===== config.mk =====
export PLATFORM = sky130hd
export DESIGN_NAME = sc_gate_gen
export DESIGN_NICKNAME = d
export VERILOG_FILES = /design/src/rtl/sc_gate_pkg.sv /design/src/rtl/sc_level_decode.sv /design/src/rtl/sc_vblank_detect.sv /design/src/rtl/sc_delay_line.sv /design/src/rtl/sc_gate_gen.sv
export SDC_FILE = /design/constraint.sdc
export NUM_CORES = 1
export LEC_CHECK = 0
export BUFFER_PORTS_ARGS = -buffer_cell sky130_fd_sc_hd__buf_2
export CAP_MARGIN = 10
export CORE_MARGIN = 8
export CORE_UTILIZATION = 28
export DETAILED_ROUTE_END_ITERATION = 6
export GPL_TIMING_DRIVEN = 1
export HOLD_SLACK_MARGIN = 0.02
export PLACE_DENSITY_LB_ADDON = 0.3
export SYNTH_ARGS = -nofsm -noshare
export SYNTH_HDL_FRONTEND = slang
export SYNTH_SLANG_ARGS = --single-unit
export TNS_END_PERCENT = 1

===== constraint.sdc =====
create_clock -name clk -period 1.1 [get_ports clk]
set_clock_uncertainty 0.1 [all_clocks]
set_input_delay 0.11 -clock clk [delete_from_list [all_inputs] [get_ports clk]]
set_output_delay 0.11 -clock clk [all_outputs]
set_load 0.005 [all_outputs]

===== src/rtl/sc_gate_pkg.sv =====
package sc_gate_pkg;

    typedef enum logic [1:0] {
        LVL_NONE  = 2'd0,
        LVL_BLANK = 2'd1,
        LVL_BURST = 2'd2,
        LVL_RSVD  = 2'd3
    } sc_level_e;

    typedef struct packed {
        logic burst;
        logic blank;
    } gate_pair_t;

    // Map a level code onto the two raw gates; the reserved code acts as burst.
    function automatic gate_pair_t decode_level(input logic [1:0] code);
        gate_pair_t g;
        g.blank = (code != LVL_NONE);
        g.burst = (code == LVL_BURST) || (code == LVL_RSVD);
        return g;
    endfunction

    // Saturating increment used by the run-length counter.
    function automatic int unsigned sat_inc(input int unsigned v, input int unsigned lim);
        return (v >= lim) ? lim : v + 1;
    endfunction

endpackage


===== src/rtl/sc_level_decode.sv =====
module sc_level_decode
    import sc_gate_pkg::*;
(
    input  logic       clk,
    input  logic       rst,
    input  logic [1:0] level,
    output gate_pair_t raw_now,
    output gate_pair_t gates_q
);
    assign raw_now = decode_level(level);

    always_ff @(posedge clk) begin
        if (rst) begin
            gates_q <= '0;
        end else begin
            gates_q <= raw_now;
        end
    end
endmodule


===== src/rtl/sc_vblank_detect.sv =====
module sc_vblank_detect
    import sc_gate_pkg::*;
#(
    parameter int unsigned HB_CYC  = 12,
    parameter int unsigned VB_MULT = 3
) (
    input  logic clk,
    input  logic rst,
    input  logic blank_now,
    output logic vblank_q
);
    localparam int unsigned VB_LIMIT = HB_CYC * VB_MULT;
    localparam int unsigned CW       = $clog2(VB_LIMIT + 1);

    logic [CW-1:0] run_q;
    logic [CW-1:0] run_d;

    always_comb begin
        if (blank_now) begin
            run_d = CW'(sat_inc(int'(run_q), VB_LIMIT));
        end else begin
            run_d = '0;
        end
    end

    always_ff @(posedge clk) begin
        if (rst) begin
            run_q    <= '0;
            vblank_q <= 1'b0;
        end else begin
            run_q    <= run_d;
            vblank_q <= blank_now && (int'(run_d) >= VB_LIMIT);
        end
    end
endmodule


===== src/rtl/sc_delay_line.sv =====
module sc_delay_line #(
    parameter int unsigned DEPTH = 54
) (
    input  logic clk,
    input  logic rst,
    input  logic din,
    output logic dout
);
    generate
        if (DEPTH == 1) begin : g_single
            logic stage_q;
            always_ff @(posedge clk) begin
                if (rst) stage_q <= 1'b0;
                else     stage_q <= din;
            end
            assign dout = stage_q;
        end else begin : g_chain
            logic [DEPTH-1:0] chain_q;
            always_ff @(posedge clk) begin
                if (rst) chain_q <= '0;
                else     chain_q <= {chain_q[DEPTH-2:0], din};
            end
            assign dout = chain_q[DEPTH-1];
        end
    endgenerate
endmodule


===== src/rtl/sc_gate_gen.sv =====
module sc_gate_gen
    import sc_gate_pkg::*;
#(
    parameter int unsigned DELAY_CYC = 54,
    parameter int unsigned HB_CYC    = 12,
    parameter int unsigned VB_MULT   = 3
) (
    input  logic       clk,
    input  logic       rst,
    input  logic [1:0] sc_level,
    output logic       burst_key,
    output logic       hblank,
    output logic       hvblank,
    output logic       vblank,
    output logic       line_tick,
    output logic       secam_gate,
    output logic       acc_enable
);
    gate_pair_t raw_now;
    gate_pair_t gates_q;
    logic       vb_q;
    logic       hb_prev_q;
    logic       hb_now;

    sc_level_decode u_decode (
        .clk     (clk),
        .rst     (rst),
        .level   (sc_level),
        .raw_now (raw_now),
        .gates_q (gates_q)
    );

    sc_vblank_detect #(
        .HB_CYC  (HB_CYC),
        .VB_MULT (VB_MULT)
    ) u_vdet (
        .clk       (clk),
        .rst       (rst),
        .blank_now (raw_now.blank),
        .vblank_q  (vb_q)
    );

    sc_delay_line #(
        .DEPTH (DELAY_CYC)
    ) u_delay (
        .clk  (clk),
        .rst  (rst),
        .din  (gates_q.burst),
        .dout (secam_gate)
    );

    assign hb_now = gates_q.blank && !vb_q;

    always_ff @(posedge clk) begin
        if (rst) hb_prev_q <= 1'b0;
        else     hb_prev_q <= hb_now;
    end

    assign burst_key  = gates_q.burst;
    assign hvblank    = gates_q.blank;
    assign vblank     = vb_q;
    assign hblank     = hb_now;
    assign line_tick  = hb_now && !hb_prev_q;
    assign acc_enable = gates_q.burst && !vb_q;
endmodule


Yosys cells after proc, flatten, opt, wreduce, memory -nomap -nowiden. Index checks and enable logic that the tools add are counted.

Output and inout port bits: 7. Register bits after elaboration: 64. Word-level logic and storage cells: 21.

Mux-type cells: 2. $lt $le $gt $ge: 2. Reductions and logical operators: 8. Add/subtract/negate cells: 1. Eq/ne operators: 2.

Operator list (count): 6-bit greater-or-equal comparator, second input constant (2); 6-bit 2-to-1 mux (2); 6-bit by 1-bit adder with 6-bit output, second input constant (1); 2-bit equality test, second input constant (2); 1-bit logical AND (4); 1-bit logical NOT (2); 2-bit nonzero test (1); 1-bit logical OR (1).

Longest topological paths before layout. Gate-level depths: netlist of the first run.

Word-level depth: 5. Mapped depth: 4. Gate-level depth less buffers: 4.

Cells and area by module. From an unflattened synthesis of the first run, not the netlist that was laid out.

Cell total of the unflattened synthesis: 159. Area, all modules: 1875.5 µm².

By module, submodules not included: sc_delay_line (area each 1443.9 µm², cells an instance 113, times used 1); sc_vblank_detect (area each 317.8 µm², cells an instance 35, times used 1); sc_level_decode (area each 66.3 µm², cells an instance 6, times used 1); sc_gate_gen (area each 47.5 µm², cells an instance 5, times used 1).

Worst setup path before layout of the first run. No wires, ideal clock.

Kind: register to register. Start point: register u_vdet.run_q[0]. End point: register u_vdet.vblank_q. Period minus slack after synthesis: 1.205 ns. Arrival time: 0.964 ns. Cell stages (with the launch flop): 5. Buffers on the path: 0. Setup slack: -0.105 ns. Cell sequence: dfxtp_1 ha_1 xor2_1 o22ai_1 a211oi_1.

Word-level cells in the longest chain between the ends: 5.

Ends and longest elaborated chain: start, declared (line sc_vblank_detect.sv:15) `logic [CW-1:0] run_q;`; start signal, assigned (line sc_vblank_detect.sv:31) `run_q <= run_d;`; 6-bit by 1-bit adder with 6-bit output or 6-bit greater-or-equal comparator (tied branches) (line sc_gate_pkg.sv:25) `return (v >= lim) ? lim : v + 1;`; 6-bit 2-to-1 mux * (line sc_gate_pkg.sv:25); 6-bit 2-to-1 mux * (line sc_vblank_detect.sv:19) `if (blank_now) begin`; 6-bit greater-or-equal comparator * (line sc_vblank_detect.sv:32) `vblank_q <= blank_now && (int'(run_d) >= VB_LIMIT);`; 1-bit logical AND * (line sc_vblank_detect.sv:32); end signal, assigned (line sc_vblank_detect.sv:32); end, declared (line sc_vblank_detect.sv:10) `output logic vblank_q`.

Mark *: on every way between the ends. The rest lies on a longest branch, timed or not. A chain may end at the register's enable or synchronous reset.

Final worst setup path of the first run.
Start point: register u_vdet.vblank_q. End point: output port acc_enable.

Word-level cells in the longest chain between the ends: 2.

Ends and longest elaborated chain: 1-bit logical NOT (line sc_gate_gen.sv:64) `assign acc_enable = gates_q.burst && !vb_q;`; 1-bit logical AND (line sc_gate_gen.sv:64); end, declared (line sc_gate_gen.sv:17) `output logic acc_enable`.

No other way between the ends.

==> impl_metrics.py, run 1 <==
metrics = {
    "sta": {
        "rsz0062_at_grt": "yes",
        "fin_crit_ps": 1190,
        "relSlewSlack": 0.821,
        "finalHoldViolCount": 0,
        "finalMaxSlewViolations": 0,
        "finalSetupTns_ps": -329,
        "clock.fmax_mhz": 844,
        "setup-violations-final": 7,
        "tightest_slew_ps": 269,
        "setup_ws_ps": -85.2,
        "fin_crit_sh": 1.08,
    },
    "place": {
        "io_buffers": 10,
        "place_hpwl_um": 1370,
        "globalplace.congestion": 0.799,
        "post-place-ws_ps": -89.1,
        "placed_cell_area_um2": 2080,
    },
    "synthesis": {
        "ys.flop_type": "dfxtp_1",
        "synth-seq-cells": 64,
        "synth_top_area_cell": "dfxtp_1",
        "synth-warning-count": 0,
        "syn_area_um2": 1870,
        "yosysMostFrequentCell": "dfxtp_1",
        "avgSynthCellArea_um2": 11.9,
        "ys_top_cells_by_area": "dfxtp_1, nor2b_1, and2b_1, xor2_1, ha_1",
        "synth_top_area_frac": 0.685,
        "ys_seq_area_frac": 0.685,
        "ys_types": 22,
        "async_flop_share": 0,
        "synthTopCellsByCount": "dfxtp_1, nor2b_1, and2b_1, clkbuf_1, nor2_1",
        "synthesis.nets": 163,
        "synth_edf_count": 0,
        "postSynthCellCount": 157,
    },
    "grt": {
        "gr-usage-all-layers": 0.0563,
        "grt_pass1_wl_um": 4190,
        "first_global_vias": 961,
        "grt_max_degree": 57,
        "overflow": 0,
        "grt_antenna_before_repair": 0,
    },
    "run_status": {
        "violations": "setup timing",
        "status": "complete, but fails checks",
    },
    "power": {
        "leakage_nw": 0.979,
        "power_density_nw_per_um2": 1780,
        "ir_drop_uv": 789,
    },
    "floorplanning": {
        "dieArea_um2": 9550,
        "io_pins": 11,
        "coreArea_um2": 6420,
        "dieHeight_um": 97.7,
        "rows": 29,
        "start_util": 0.291,
        "die_width_um": 97.7,
    },
    "layout": {
        "multi_input_area_um2": 597,
        "fin_nets": 187,
        "ff_latch_area_um2": 1290,
        "fillers": 636,
        "antennaDiodeCount": 0,
        "final_util": 0.357,
        "syn_to_final_growth_pct": 22.8,
        "final_layout_size_suffix_gt1_frac": 0.251,
        "fin_area_um2": 2290,
    },
    "clocking": {
        "clock_latency_ps": 320,
        "cts-buffers-inserted": 9,
        "clockBufferDepth": 2,
        "cts_tree": "built",
        "cts_root_buf": "clkbuf_8",
        "htreeDepth": 3,
        "clkSinkCount": 64,
        "clk_pin_slew_ps": 60,
    },
    "run": {
        "max_cap_viol_count": 0,
    },
    "routing": {
        "wl_per_cell_um": 9.27,
        "drc": 0,
        "first_pass_iters": 4,
        "wirelength_um": 2410,
        "vias_per_cell": 3.91,
        "postRouteAntennaNets": 0,
        "drtIter0Drc": 36,
        "vias": 1017,
    },
    "worst_setup_path": {
        "cp-end-kind": "output pin",
        "cp-start-kind": "flop",
        "critPathArrivalTime_ps": 980,
        "timing_worst_setup_path_type": "reg -> out",
        "cp_data_required_time_ps": 890,
        "slowest_delay_ps": 320,
        "worstPathCellList": "buf_4 > nor2b_1 > buf_2",
        "critical-path-slowest-cell": "dfxtp_2",
        "critPathMaxFanout": 2,
    },
    "min_path": {
        "holdCritPathClass": "in -> reg",
    },
}
-- final timing paths --
path | startpoint | end | slack [ps] | depth (start not counted)
min | sc_level[0] | u_decode.gates_q[0] | 50 | 4
max | u_vdet.vblank_q | acc_enable | -90 | 3
max reg2reg | u_vdet.run_q[0] | u_vdet.vblank_q | -80 | 4
min reg2reg | u_delay.g_chain.chain_q[25] | u_delay.g_chain.chain_q[26] | 330 | 1
-- placed cells by master, fill, tap and decap left out, types with 2 or more instances in the layout --
cell	count
inv_1	4
dfxtp_4	2
nor3_1	2
and2b_1	9
buf_2	10
dfxtp_1	58
nor2_1	4
and2_1	2
xor2_1	3
buf_4	7
dfxtp_2	4
clkbuf_8	11
nor2b_1	47
nand3_1	2
-- where the power goes --
part	internal [mW]	switching, mW	total, mW
Combinational	0.0470	0.0544	0.101
Sequential	2.33	0.0139	2.35
Clock	0.899	0.741	1.64
Total	3.28	0.810	4.09
-- flip-flops by register name, indices dropped and copies added, names as in the netlist --
register                 cells
u_vdet.vblank_q              1
u_vdet.run_q                 6
u_decode.gates_q             2
u_delay.g_chain.chain_q     54
hb_prev_q                    1
-- critical path: cells and delay by family, from the launching register on --
kind          cells  cell delay [ps]
buf+inv           2              250
flops             1              320
simple gates      1               90
-- cells by family (layout without fill, tap and decap cells) --
group	Yosys count	in the layout	synth area share
flip-flops	64	64	0.685
adder cells (fa/ha/maj)	2	2	0.0134
AND/OR/NAND/NOR	71	71	0.238
buffers and inverters	10	36	0.0207
AO/OA/AOI/OAI	6	6	0.0241
XOR/XNOR	4	4	0.0187
-- what timing repair did --
item | 4_1_cts | 5_1_grt
pin swaps | 3 | 3
gates resized for setup | 6 | 4
setup buffers | 0 | 1
endpoints found under the hold margin | 1 | 0
endpoints found under the setup margin | 7 | 9
hold buffers | 1 | 0
-- area by class of cell --
cell class,instances,share of cell area
Clock buffer,12,0.0676
Inverter,4,0.00654
Tap cell,77,0.0420
Multi-Input combinational cell,83,0.260
Clock inverter,1,0.00218
Sequential cell,64,0.564
Timing Repair Buffer,19,0.0578
-- metrics by stage --
stage	cells	hold slack [ps]	total power, mW
6_report	260	54.7	4.09
5_1_grt	260	46.3	4.29
4_1_cts	259	30.1	4.17
3_5_place_dp	245	251	2.50
3_3_place_gp	245	239	2.50
2_1_floorplan	157	138	2.46
-- layer usage --
layer / wire [um] / vias up / part of all wire / GRT usage
met3: 159 / 2 / 0.066 / 0.0430
li1: - / 527 / - / -
met5: 0 / - / 0 / 0
met1: 1240 / 472 / 0.51 / 0.0689
met2: 1000 / 16 / 0.42 / 0.0664
met4: 11 / 0 / 0.0046 / 0.0324
Note: power is estimated with default switching activity, not from simulation.
==> run 2: changes to the inputs <==
- CELL_PAD_IN_SITES_DETAIL_PLACEMENT: not set -> 0
- CELL_PAD_IN_SITES_GLOBAL_PLACEMENT: not set -> 1
==> run 2 against run 1 <==
The flow still finishes with violations (setup timing). Routed wire length is 11% higher. Maximum frequency down 0.62%. First-iteration DRC count is 39% lower. Largest power group unchanged.
==> impl_metrics.py, run 2 (synthesis results as in run 1) <==
metrics = {
    "worst_setup_path": {
        "cp_data_required_time_ps": 890,
        "cp-start-kind": "flop",
        "r2r_cells": 4,
        "worstReg2RegStart": "u_vdet.run_q[1]",
        "critPathArrivalTime_ps": 980,
        "reg2reg_slack_ps": -80,
        "cp-end-kind": "output pin",
        "r2r_end": "u_vdet.vblank_q",
        "critPathMaxFanout": 3,
        "timing_worst_setup_path_type": "reg -> out",
    },
    "routing": {
        "wirelength_um": 2690,
        "wl_per_cell_um": 10.3,
        "vias": 1044,
        "first_pass_iters": 4,
        "drtIter0Drc": 22,
        "postRouteAntennaNets": 0,
        "vias_per_cell": 3.98,
        "drc": 0,
    },
    "sta": {
        "rsz0062_at_grt": "yes",
        "fin_crit_sh": 1.08,
        "tightest_slew_ps": 315,
        "clock.fmax_mhz": 838,
        "finalHoldViolCount": 0,
        "finalMaxSlewViolations": 0,
        "fin_crit_ps": 1190,
        "finalSetupTns_ps": -460,
        "relSlewSlack": 0.790,
        "hold-worst-slack_ps": 71.1,
        "setup_ws_ps": -92.6,
        "setup-violations-final": 8,
    },
    "layout": {
        "final_common_cell": "dfxtp_1",
        "largest_register_ffs": 54,
        "antennaDiodeCount": 0,
        "fin_nets": 186,
        "final_util": 0.363,
        "final_cell_mix": "dfxtp_1, nor2b_1, clkbuf_8, and2b_1, buf_2",
        "final_layout_size_suffix_gt1_frac": 0.265,
        "instances_no_fill": 262,
        "reg_top3": "u_delay.g_chain.chain_q: 54 flops, u_vdet.run_q: 6 flops, u_decode.gates_q: 2 flops",
        "top_register": "u_delay.g_chain.chain_q",
        "syn_to_final_growth_pct": 24.7,
        "fin_area_um2": 2330,
    },
    "grt": {
        "gr-usage-all-layers": 0.0631,
        "busiest_layer": "met2",
        "grt_pass1_wl_um": 4700,
        "met3_usage": 0.0437,
        "grt_max_degree": 57,
        "met2_usage": 0.0912,
        "first_global_vias": 1085,
        "grt_antenna_before_repair": 0,
        "overflow": 0,
        "use_met1": 0.0676,
    },
    "run": {
        "max_cap_viol_count": 0,
    },
    "place": {
        "post-place-ws_ps": -117,
        "dp_cells": 244,
        "place_hpwl_um": 1620,
        "globalplace.congestion": 0.826,
        "io_buffers": 10,
        "placed_cell_area_um2": 2070,
    },
    "floorplanning": {
        "die_width_um": 97.7,
        "io_pins": 11,
        "start_util": 0.291,
        "coreArea_um2": 6420,
        "dieArea_um2": 9550,
        "dieHeight_um": 97.7,
        "rows": 29,
    },
    "run_status": {
        "status": "complete, but fails checks",
        "violations": "setup timing",
    },
    "power": {
        "power_density_nw_per_um2": 1760,
        "total_power_mw": 4.11,
        "ir_drop_uv": 814,
        "leakage_nw": 0.978,
    },
    "min_path": {
        "holdCritPathClass": "in -> reg",
        "worstHoldStart": "sc_level[0]",
        "hold_path_end": "u_decode.gates_q[0]",
        "hold_depth": 4,
    },
    "clocking": {
        "htreeDepth": 3,
        "clk_pin_slew_ps": 70,
        "clockBufferDepth": 2,
        "clock_latency_ps": 320,
        "cts_tree": "built",
        "cts_root_buf": "clkbuf_8",
        "cts-buffers-inserted": 9,
        "clkSinkCount": 64,
    },
}
## run 2: worst max-delay path, stage by stage, from the launching register on
cell and delay [ps]:
dfxtp_2 320, nand2b_4 150, nor2_4 80, buf_2 110
## run 2: layer usage
metal / routed length [um] / share of wire
met5: 0 / 0
met4: 44 / 0.016
met3: 163 / 0.061
met2: 1170 / 0.44
met1: 1310 / 0.49
## run 2: how the worst max path moves through the flow
| stage | startpoint | endpoint | slack, ps | depth (start not counted) |
|---|---|---|---|---|
| floorplan | u_vdet.run_q[2] | u_vdet.vblank_q | -40 | 3 |
| global placement | u_vdet.run_q[1] | u_vdet.vblank_q | -60 | 4 |
| detailed placement | u_vdet.run_q[1] | u_vdet.vblank_q | -120 | 4 |
| CTS | u_vdet.vblank_q | line_tick | -150 | 3 |
| global route | u_vdet.run_q[1] | u_vdet.vblank_q | -150 | 4 |
| finish | u_vdet.vblank_q | line_tick | -90 | 3 |
## run 2: power breakdown
| group | total (mW) | internal, mW | switching, mW |
|---|---|---|---|
| sequential | 2.35 | 2.33 | 0.0149 |
| combinational | 0.113 | 0.0518 | 0.0611 |
| clock | 1.65 | 0.874 | 0.778 |
| total | 4.11 | 3.26 | 0.854 |
## run 2: layout make-up
| class | count | area [um^2] |
|---|---|---|
| clock buffer | 13 | 149 |
| clock inverter | 3 | 17.5 |
| fill | 639 | 4090 |
| inverter | 4 | 15.0 |
| multi-input combinational | 83 | 628 |
| sequential | 64 | 1290 |
| tap | 77 | 96.3 |
| timing repair buffer | 18 | 131 |
## run 2: timing repair
action,in CTS,in global routing
resized for setup,10,6
setup endpoints to repair,9,12
pin swaps,4,1
endpoints found under the hold margin,1,0
hold buffers,1,0
buffers inserted,1,0
==> run 3: changes to the inputs <==
- CTS_BUF_LIST: not set -> sky130_fd_sc_hd__clkbuf_16
==> run 3 against run 2 <==
The flow still finishes with violations (setup timing). Total power grew 18%. Clock-buffer cell count decreased by 4. Core utilization up 1.1 points. First-iteration DRC count increased by 45%. Largest cell class unchanged.
==> impl_metrics.py, run 3 (synthesis results as in run 1) <==
metrics = {
    "run_status": {
        "status": "complete, but fails checks",
        "violations": "setup timing",
    },
    "min_path": {
        "hold_path_end": "u_decode.gates_q[0]",
        "holdCritPathClass": "in -> reg",
        "worstHoldStart": "sc_level[0]",
        "hold_depth": 4,
    },
    "sta": {
        "finalMaxSlewViolations": 0,
        "fin_crit_sh": 1.09,
        "clock.fmax_mhz": 836,
        "fin_crit_ps": 1200,
        "finalSetupTns_ps": -391,
        "relSlewSlack": 0.811,
        "setup_ws_ps": -95.7,
        "tightest_slew_ps": 283,
        "finalHoldViolCount": 0,
        "setup-violations-final": 7,
        "rsz0062_at_grt": "yes",
    },
    "layout": {
        "top_register": "u_delay.g_chain.chain_q",
        "final_common_cell": "dfxtp_1",
        "fin_nets": 186,
        "final_cell_mix": "dfxtp_1, nor2b_1, buf_2, and2b_1, clkbuf_16",
        "antennaDiodeCount": 0,
        "instances_no_fill": 262,
        "fillers": 626,
        "syn_to_final_growth_pct": 28.6,
        "reg_top3": "u_delay.g_chain.chain_q: 54 flops, u_vdet.run_q: 6 flops, u_decode.gates_q: 2 flops",
        "largest_register_ffs": 54,
        "final_util": 0.374,
        "final_layout_size_suffix_gt1_frac": 0.249,
    },
    "floorplanning": {
        "dieHeight_um": 97.7,
        "coreArea_um2": 6420,
        "rows": 29,
        "dieArea_um2": 9550,
        "io_pins": 11,
        "start_util": 0.291,
        "die_width_um": 97.7,
    },
    "worst_setup_path": {
        "critical-path-slowest-cell": "dfxtp_2",
        "critPathMaxFanout": 3,
        "worstReg2RegStart": "u_vdet.run_q[2]",
        "cp_data_required_time_ps": 890,
        "path_delay_family": "flip-flops",
        "r2r_end": "u_vdet.vblank_q",
        "cp-start-kind": "flop",
        "path_depth": 3,
        "worst-path-buf-inv": 1,
        "r2r_cells": 4,
        "reg2reg_slack_ps": -70,
        "timing_worst_setup_path_type": "reg -> out",
        "slowest_delay_ps": 320,
        "cp-end-kind": "output pin",
        "critPathArrivalTime_ps": 990,
        "worstPathCellList": "nand2b_4 > nor2_4 > buf_2",
    },
    "routing": {
        "wirelength_um": 2750,
        "first_pass_iters": 2,
        "drc": 0,
        "vias_per_cell": 3.98,
        "vias": 1043,
        "drtIter0Drc": 32,
        "postRouteAntennaNets": 0,
        "wl_per_cell_um": 10.5,
    },
    "power": {
        "power.internal_mw": 3.87,
        "comb_power_share": 0.023,
        "leakage_nw": 1.03,
        "power_density_nw_per_um2": 2010,
        "power_frac_seq": 0.486,
        "total_power_mw": 4.84,
        "clock_power_share": 0.491,
        "p_sw_frac": 0.202,
        "ir_drop_uv": 1040,
        "switching_power_mw": 0.976,
    },
    "place": {
        "post-place-ws_ps": -117,
        "place_hpwl_um": 1620,
        "io_buffers": 10,
        "globalplace.congestion": 0.826,
        "dp_cells": 244,
    },
    "clocking": {
        "clkSinkCount": 64,
        "clock_latency_ps": 320,
        "cts-buffers-inserted": 9,
        "cts_tree": "built",
        "clockBufferDepth": 2,
        "htreeDepth": 3,
        "clk_pin_slew_ps": 50,
        "cts_root_buf": "clkbuf_16",
    },
    "grt": {
        "grt_pass1_wl_um": 4820,
        "first_global_vias": 1087,
        "gr-usage-all-layers": 0.0657,
        "met2_usage": 0.0901,
        "busiest_layer": "met2",
        "grt_max_degree": 57,
        "grt_antenna_before_repair": 0,
        "overflow": 0,
        "use_met1": 0.0727,
        "met3_usage": 0.0430,
    },
    "run": {
        "max_cap_viol_count": 0,
    },
}
-- run 3: what timing repair did --
action | 4_1_cts | 5_1_grt
endpoints found under the hold margin | 1 | 0
resized for setup | 9 | 4
pin swaps | 5 | 1
setup buffers | 1 | 0
endpoints found under the setup margin | 8 | 9
hold buffers | 1 | 0
-- run 3: metrics by stage --
| step | area, um^2 | hold slack (ps) |
|---|---|---|
| after global routing | 2400 | 87.0 |
| after global placement | 2070 | 242 |
| after detailed placement | 2070 | 253 |
| final | 2400 | 74.5 |
| after floorplan | 1890 | 138 |
| after CTS | 2380 | 49.8 |
-- run 3: worst max-delay path by stage --
stage	to	startpoint	slack [ps]
2_1_floorplan	u_vdet.vblank_q	u_vdet.run_q[2]	-40
3_3_place_gp	u_vdet.vblank_q	u_vdet.run_q[1]	-60
3_5_place_dp	u_vdet.vblank_q	u_vdet.run_q[1]	-120
4_1_cts	line_tick	u_vdet.vblank_q	-140
5_1_grt	u_vdet.vblank_q	u_vdet.run_q[2]	-140
6_report	line_tick	u_vdet.vblank_q	-100
-- run 3: final cells by class --
class,count,area (um^2),area share
well taps,77,96.3,0.0401
repair buffers,18,129,0.0536
inverters,4,15.0,0.00624
multi-input cells,83,614,0.255
clock inverters,7,32.5,0.0135
flip-flops and latches,64,1290,0.537
clock buffers,9,225,0.0937
-- run 3: layer usage --
| metal | vias up | wire length (um) |
|---|---|---|
| li1 | 531 | - |
| met1 | 489 | 1360 |
| met2 | 19 | 1190 |
| met3 | 4 | 155 |
| met4 | 0 | 39 |
| met5 | - | 0 |
-- run 3: power groups by stage --
stage / combinational [mW] / sequential (mW) / clock, mW
2_1_floorplan: 0.0596 / 2.40 / 0
3_3_place_gp: 0.101 / 2.40 / 0
3_5_place_dp: 0.106 / 2.40 / 0
4_1_cts: 0.113 / 2.35 / 2.46
5_1_grt: 0.127 / 2.35 / 2.57
6_report: 0.112 / 2.35 / 2.38
-- run 3: worst reg2reg max path, stage by stage, from the launching register on --
cell	delay, ps
dfxtp_2	330
buf_4	150
nand3_1	140
o2bb2ai_1	160
a211oi_2	210
